<file path="src/rtl/pd_pkg.sv">
`timescale 1ns/1ps
package pd_pkg;
   typedef enum logic [1:0] {
      ST_RUN  = 2'd0,
      ST_STOP = 2'd1,
      ST_ARM  = 2'd2
   } pd_state_e;
endpackage

</file>
<file path="src/rtl/pd_stage_decode.sv">
`timescale 1ns/1ps
// Converts a stage code into a modulus; POW2 selects the power-of-two variant.
module pd_stage_decode #(
   parameter int CODE_W  = 4,
   parameter int MAX_MOD = 12,
   parameter bit POW2    = 1'b0,
   parameter int MOD_W   = 4
) (
   input  logic [CODE_W-1:0] code,
   output logic [MOD_W-1:0]  modulus,
   output logic              reserved
);
   generate
      if (POW2) begin : g_pow2
         always_comb begin
            modulus  = MOD_W'(1) << code;
            reserved = 1'b0;
         end
      end else begin : g_lin
         always_comb begin
            reserved = (int'(code) >= MAX_MOD);
            modulus  = reserved ? MOD_W'(1) : (MOD_W'(code) + MOD_W'(1));
         end
      end
   endgenerate
endmodule

</file>
<file path="src/rtl/pd_sync_edge.sv">
`timescale 1ns/1ps
// Synchronises the sync input on both fast-clock edges and reports edges
// normalised to the selected polarity, plus which half-cycle saw it first.
module pd_sync_edge #(
   parameter int STAGES = 2
) (
   input  logic clk,
   input  logic rst_n,
   input  logic sync_raw,
   input  logic active_high,
   output logic act_edge,
   output logic inact_edge,
   output logic early
);
   logic [STAGES:0]   pos_q;
   logic [STAGES-1:0] neg_q;
   logic              early_q;
   logic              cur_lvl, prv_lvl;

   always_ff @(posedge clk or negedge rst_n) begin
      if (!rst_n) begin
         pos_q   <= '0;
         early_q <= 1'b0;
      end else begin
         pos_q   <= {pos_q[STAGES-1:0], sync_raw};
         early_q <= neg_q[STAGES-1];
      end
   end

   always_ff @(negedge clk or negedge rst_n) begin
      if (!rst_n) neg_q <= '0;
      else        neg_q <= {neg_q[STAGES-2:0], sync_raw};
   end

   always_comb begin
      cur_lvl    = pos_q[STAGES-1] ^ ~active_high;
      prv_lvl    = pos_q[STAGES]   ^ ~active_high;
      act_edge   = cur_lvl & ~prv_lvl;
      inact_edge = ~cur_lvl & prv_lvl;
      early      = early_q ^ ~active_high;
   end
endmodule

</file>
<file path="src/rtl/pd_wave_gen.sv">
`timescale 1ns/1ps
// Period counter, stop/restart control and dual-edge waveform register pair.
module pd_wave_gen
   import pd_pkg::*;
#(
   parameter int TOT_W = 11
) (
   input  logic             clk,
   input  logic             rst_n,
   input  logic [TOT_W-1:0] modulus,
   input  logic             sync_en,
   input  logic             act_edge,
   input  logic             inact_edge,
   input  logic             early,
   output logic             wave,
   output pd_state_e        state,
   output logic [TOT_W-1:0] cnt
);
   localparam int IW = TOT_W + 1;

   pd_state_e        st_q, st_d;
   logic [TOT_W-1:0] cnt_q, cnt_d;
   logic             ph_q, ph_d, stop_q, stop_d, last;
   logic             p_q, n_q;

   // Half-slot index within the output period; high for the first N slots.
   function automatic logic slot_high(input logic [TOT_W-1:0] c, input logic ph,
                                      input logic neg, input logic [TOT_W-1:0] m);
      logic [IW-1:0] c2, idx;
      c2 = {c, 1'b0};
      if (!ph)      idx = neg ? (c2 + IW'(1)) : c2;
      else if (neg) idx = c2;
      else          idx = (c == '0) ? ({m, 1'b0} - IW'(1)) : (c2 - IW'(1));
      return idx < {1'b0, m};
   endfunction

   always_comb begin
      st_d   = st_q;
      cnt_d  = cnt_q;
      ph_d   = ph_q;
      stop_d = stop_q;
      last   = (cnt_q >= (modulus - TOT_W'(1)));
      unique case (st_q)
         ST_RUN: begin
            cnt_d = last ? '0 : (cnt_q + TOT_W'(1));
            if (!sync_en)        stop_d = 1'b0;
            else if (inact_edge) stop_d = 1'b1;
            if (stop_q && sync_en && last) begin
               st_d   = ST_STOP;
               stop_d = 1'b0;
               cnt_d  = '0;
               ph_d   = 1'b0;
            end
         end
         ST_STOP: begin
            cnt_d = '0;
            if (!sync_en) begin
               st_d = ST_RUN;
               ph_d = 1'b0;
            end else if (act_edge) begin
               if (early) begin
                  st_d = ST_RUN;
                  ph_d = 1'b1;
               end else begin
                  st_d = ST_ARM;
               end
            end
         end
         ST_ARM: begin
            st_d  = ST_RUN;
            ph_d  = 1'b0;
            cnt_d = '0;
         end
         default: st_d = ST_STOP;
      endcase
   end

   always_ff @(posedge clk or negedge rst_n) begin
      if (!rst_n) begin
         st_q   <= ST_RUN;
         cnt_q  <= '0;
         ph_q   <= 1'b0;
         stop_q <= 1'b0;
         p_q    <= 1'b0;
      end else begin
         st_q   <= st_d;
         cnt_q  <= cnt_d;
         ph_q   <= ph_d;
         stop_q <= stop_d;
         p_q    <= ((st_d == ST_RUN) & slot_high(cnt_d, ph_d, 1'b0, modulus)) ^ n_q;
      end
   end

   always_ff @(negedge clk or negedge rst_n) begin
      if (!rst_n) n_q <= 1'b0;
      else        n_q <= ((st_q == ST_RUN) & slot_high(cnt_q, ph_q, 1'b1, modulus)) ^ p_q;
   end

   assign wave  = p_q ^ n_q;
   assign state = st_q;
   assign cnt   = cnt_q;
endmodule

</file>
<file path="src/rtl/cascade_postdiv.sv">
`timescale 1ns/1ps
module cascade_postdiv
   import pd_pkg::*;
#(
   parameter int CODE_W      = 4,
   parameter int LAST_W      = 2,
   parameter int MAX_MOD     = 12,
   parameter int SYNC_STAGES = 2
) (
   input  logic              clk_fast,
   input  logic              rst_n,
   input  logic [CODE_W-1:0] stage1_code,
   input  logic [CODE_W-1:0] stage2_code,
   input  logic [LAST_W-1:0] stage3_code,
   input  logic              sync_en,
   input  logic              sync_pol,
   input  logic              sync_in,
   output logic              clk_out,
   output logic              clk_out_n,
   output logic              code_err
);
   localparam int MOD_W    = $clog2(MAX_MOD + 1);
   localparam int LAST_MAX = 1 << ((1 << LAST_W) - 1);
   localparam int LAST_MW  = $clog2(LAST_MAX + 1);
   localparam int TOT_MAX  = MAX_MOD * MAX_MOD * LAST_MAX;
   localparam int TOT_W    = $clog2(TOT_MAX + 1);

   generate
      if (MAX_MOD > (1 << CODE_W)) begin : g_bad_code
         $error("MAX_MOD does not fit in CODE_W");
      end
      if (SYNC_STAGES < 2) begin : g_bad_sync
         $error("SYNC_STAGES must be at least 2");
      end
   endgenerate

   logic [CODE_W-1:0]  lin_code [2];
   logic [MOD_W-1:0]   lin_mod  [2];
   logic [1:0]         lin_res;
   logic [LAST_MW-1:0] last_mod;
   logic               last_res;
   logic [TOT_W-1:0]   mod_total;
   logic               act_edge, inact_edge, early, wave;
   pd_state_e          state;
   logic [TOT_W-1:0]   cnt;

   assign lin_code[0] = stage1_code;
   assign lin_code[1] = stage2_code;

   generate
      for (genvar gi = 0; gi < 2; gi++) begin : g_lin_stage
         pd_stage_decode #(.CODE_W(CODE_W), .MAX_MOD(MAX_MOD), .POW2(1'b0), .MOD_W(MOD_W)) u_dec (
            .code(lin_code[gi]), .modulus(lin_mod[gi]), .reserved(lin_res[gi]));
      end
   endgenerate

   pd_stage_decode #(.CODE_W(LAST_W), .MAX_MOD(LAST_MAX), .POW2(1'b1), .MOD_W(LAST_MW)) u_dec_last (
      .code(stage3_code), .modulus(last_mod), .reserved(last_res));

   assign mod_total = TOT_W'(lin_mod[0]) * TOT_W'(lin_mod[1]) * TOT_W'(last_mod);
   assign code_err  = |lin_res | last_res;

   pd_sync_edge #(.STAGES(SYNC_STAGES)) u_sync (
      .clk(clk_fast), .rst_n(rst_n), .sync_raw(sync_in), .active_high(sync_pol),
      .act_edge(act_edge), .inact_edge(inact_edge), .early(early));

   pd_wave_gen #(.TOT_W(TOT_W)) u_wave (
      .clk(clk_fast), .rst_n(rst_n), .modulus(mod_total), .sync_en(sync_en),
      .act_edge(act_edge), .inact_edge(inact_edge), .early(early),
      .wave(wave), .state(state), .cnt(cnt));

   assign clk_out   = wave;
   assign clk_out_n = ~wave;
endmodule

</file>
<file path="config.mk">
export PLATFORM = sky130hd
export DESIGN_NAME = cascade_postdiv
export DESIGN_NICKNAME = d
export VERILOG_FILES = /design/src/rtl/pd_pkg.sv /design/src/rtl/pd_stage_decode.sv /design/src/rtl/pd_sync_edge.sv /design/src/rtl/pd_wave_gen.sv /design/src/rtl/cascade_postdiv.sv
export SDC_FILE = /design/constraint.sdc
export NUM_CORES = 1
export LEC_CHECK = 0
export ABC_AREA = 1
export CORE_AREA = 2 2 94 96
export CTS_CLUSTER_SIZE = 30
export DETAILED_ROUTE_END_ITERATION = 10
export DIE_AREA = 0 0 96 98
export PLACE_DENSITY_LB_ADDON = 0.05
export SYNTH_ARGS = -nofsm -noshare
export SYNTH_HDL_FRONTEND = slang
export SYNTH_SLANG_ARGS = --single-unit
</file>
<file path="constraint.sdc">
create_clock -name clk_fast -period 4.3 [get_ports clk_fast]
set_input_delay 0.43 -clock clk_fast [delete_from_list [all_inputs] [get_ports clk_fast]]
set_output_delay 0.43 -clock clk_fast [all_outputs]
set_load 0.02 [all_outputs]
</file>
==> metrics.cfg <==
[floorplan]
placement_rows = 34
chipHeight_um = 98
io_pins = 18
fp.coreArea_um2 = 8470
die_w_um = 96
initial_core_util = 0.481
die-area_um2 = 9410

[worst_hold_path]
worstHoldPathCells = 0
min-delay-start = u_sync.neg_q[0]
hp-class = reg2reg
worstHoldEndpoint = u_sync.neg_q[1]

[placed_design]
port_buffers = 17
gp_congestion = 0.916
dp_hpwl_mm = 9.46
postPlaceCellArea_um2 = 5450
placed_cells = 837

[timing]
hold_ws_ps = 299
fmax_mhz = 121
rsz0062_at_grt = true
clock_skew_ps = 13.6
period_needed_ps = 8290
finalSetupViolations = 16
fin_crit_sh = 1.93
worst_pin_slew_ps = 405
drv_slew = 0
hold_violations = 0
setup_slack_ps = -3990
relSlewSlack = 0.729

[pwr]
worst_ir_drop_vdd_v = 0.000305
p_sw_frac = 0.479
finalPower_uw = 3860
p_leak_uw = 0.00330
seqPwrFrac = 0.080
p_clk_frac = 0.036
combPwrFrac = 0.884
p_switching_uw = 1850
intPower_uw = 2010
powerDensity_nw_per_um2 = 601

[clocking]
cts_buffers = 3
htree_levels = 1
cts_tree = built
hold_buffers = 0
insertion_delay_ps = 270
path_clk_slew_ps = 80
clock_path_buffers = 2
clock_sinks = 23
cts_root_buffer = clkbuf_8

[setup_path]
crit_start = stage2_code[2]
rr_startpoint = u_wave.cnt[0]
reg2regPathDepth = 12
cp_common_cell = nand2_1
r2r_slack_ps = 220
end_kind = register
regToRegEndpoint = u_wave.n_q
critPathArrivalTime_ps = 8450
path_class = in2reg
slowest_stage = fa_2
startpoint_type = input port
required_ps = 4460
cp_max_fo = 7
critPathMaxStageDelay_ps = 590

[layout]
stdcell_area_um2 = 6420
diodes = 0
fin_nets = 862
final_cells = 877
areaGrowthSynthToFinish_pct = 57.6
layout-drive-gt1-share = 0.433

[routing]
drt_iter0_drc = 174
vias = 4525
ant_nets = 0
vias_per_cell = 5.16
wl_per_cell_um = 14.2
dr.pass1.iters = 7
drc = 0
wl_mm = 12.5

[synth]
yosysUniqueCellTypes = 46
syn_area_um2 = 4080
synth.avg_cell_area_um2 = 6.86
ys_seq_elements = 23
ys_seq_area_frac = 0.141
netlist_instances = 594
synth_fp_nets = 686
yosys_warnings = 0

[outcome]
status = finished with violations
violations = negative setup slack

[global_routing]
grt_first_pass_wirelength_mm = 20.0
antenna_found_initial = 0
grt_overflow_total = 0
track_usage = 0.265
grt_pass1_vias = 4672
grt_max_degree = 19

[job]
maxCapViolations = 0

-- per-stage QoR --
stage / TNS [ps] / util / setup WS, ps
final: -39110 / 0.758 / -3990
after CTS: -36420 / 0.704 / -3850
after detailed placement: -53150 / 0.644 / -4970
after global placement: -50330 / 0.644 / -4730
after floorplan: -32820 / - / -3720
after global routing: -44100 / 0.758 / -4470
-- cell usage after synthesis (all sizes together) --
cell     number  area share
nor2         74       0.080
nand3b        5      0.0092
o2111ai       1      0.0021
a21o          3      0.0055
clkbuf        2      0.0018
xnor2        10       0.025
inv         103       0.095
a22o          1      0.0021
a31oi         2      0.0031
nand2       154        0.15
a21oi        21       0.026
clkinv        1     0.00092
o21ai        22       0.028
nor4          1      0.0015
dfrtn         3       0.018
a32o          1      0.0025
o311ai        1      0.0021
o211ai        1      0.0018
o221ai        1      0.0021
buf           3      0.0058
or2           3      0.0046
fa           16       0.079
a211oi        2      0.0037
dfrtp        20        0.12
nand3        45       0.061
nor3          7       0.012
nor3b         2      0.0049
o22ai         3      0.0046
nand4         8       0.012
ha           61        0.19
xor2         17       0.043
-- power by group through the flow --
stage | logic, µW | clock network (µW) | registers [µW]
after floorplan | 1610 | 0 | 320
after CTS | 2990 | 139 | 308
final | 3410 | 139 | 308
after global routing | 3750 | 151 | 314
after detailed placement | 2650 | 0 | 309
after global placement | 2600 | 0 | 309
-- placed cells by master (no fill, tap or decap), types with 12 or more instances in the layout --
cell type / synthesis / routed
buf_4: 1 / 134
nand2_1: 140 / 115
inv_1: 97 / 83
nor2_1: 64 / 46
ha_1: 61 / 43
nand2_2: 14 / 30
nand3_1: 40 / 28
buf_6: 1 / 28
dfrtp_1: 20 / 20
ha_4: 0 / 18
inv_2: 5 / 17
nor2_4: 5 / 15
a21oi_1: 21 / 15
fa_1: 16 / 14
nor2_2: 5 / 13
xor2_1: 15 / 12
nand3_2: 5 / 12
-- worst max path at each step --
stage | slack, ps | end
3_5_place_dp | -4970 | u_wave.p_q
6_report | -3990 | u_wave.p_q
4_1_cts | -3850 | u_wave.p_q
2_1_floorplan | -3720 | u_wave.p_q
3_3_place_gp | -4730 | u_wave.p_q
5_1_grt | -4470 | u_wave.p_q
-- registers in the layout (all words and copies together), names as in the netlist --
| name | flops |
|---|---|
| u_sync.early_q | 1 |
| u_sync.neg_q | 2 |
| u_sync.pos_q | 3 |
| u_wave.cnt | 11 |
| u_wave.n_q | 1 |
| u_wave.p_q | 1 |
| u_wave.ph_q | 1 |
| u_wave.state | 2 |
| u_wave.stop_q | 1 |
-- cell type report --
class | count | area (µm²)
Inverter | 104 | 398
Clock buffer | 3 | 41.3
Multi-Input combinational cell | 462 | 3820
Fill cell | 662 | 2040
Timing Repair Buffer | 176 | 1450
Tap cell | 108 | 135
Sequential cell | 23 | 576
Clock inverter | 1 | 5.00
-- critical path, delay by kind of cell --
kind                       cells  cell delay, ps
AOI/OAI and AO/OA              9            1500
and+or+nand+nor               28            2150
xor gates and xnor gates       2             340
buffers and inverters          7             590
adders and majority gates      9            3430
-- logic make-up (layout without fill, tap and decap cells) --
logic type                 count (synthesis)  in the layout  synth area share
AOI/OAI and AO/OA                         59             59            0.0835
xor gates and xnor gates                  27             27            0.0682
adders and majority gates                 77             77             0.266
buffers and inverters                    109            284             0.104
DFF                                       23             23             0.141
and+or+nand+nor                          299            299             0.337
-- timing repair --
item / CTS / global route
endpoints found under the setup margin: 16 / 16
pin swaps: 63 / 60
gates resized for setup: 102 / 79
gates cloned: 0 / 0
buffers inserted: 22 / 15
-- metal layers --
| metal | track usage | vias to the layer above | part of all wire |
|---|---|---|---|
| li1 | - | 2253 | - |
| met1 | 0.292 | 2154 | 0.40 |
| met2 | 0.506 | 87 | 0.54 |
| met3 | 0.0185 | 31 | 0.024 |
| met4 | 0.113 | 0 | 0.032 |
| met5 | 0 | - | 0 |
No activity file was read; power rests on OpenSTA's default activity.
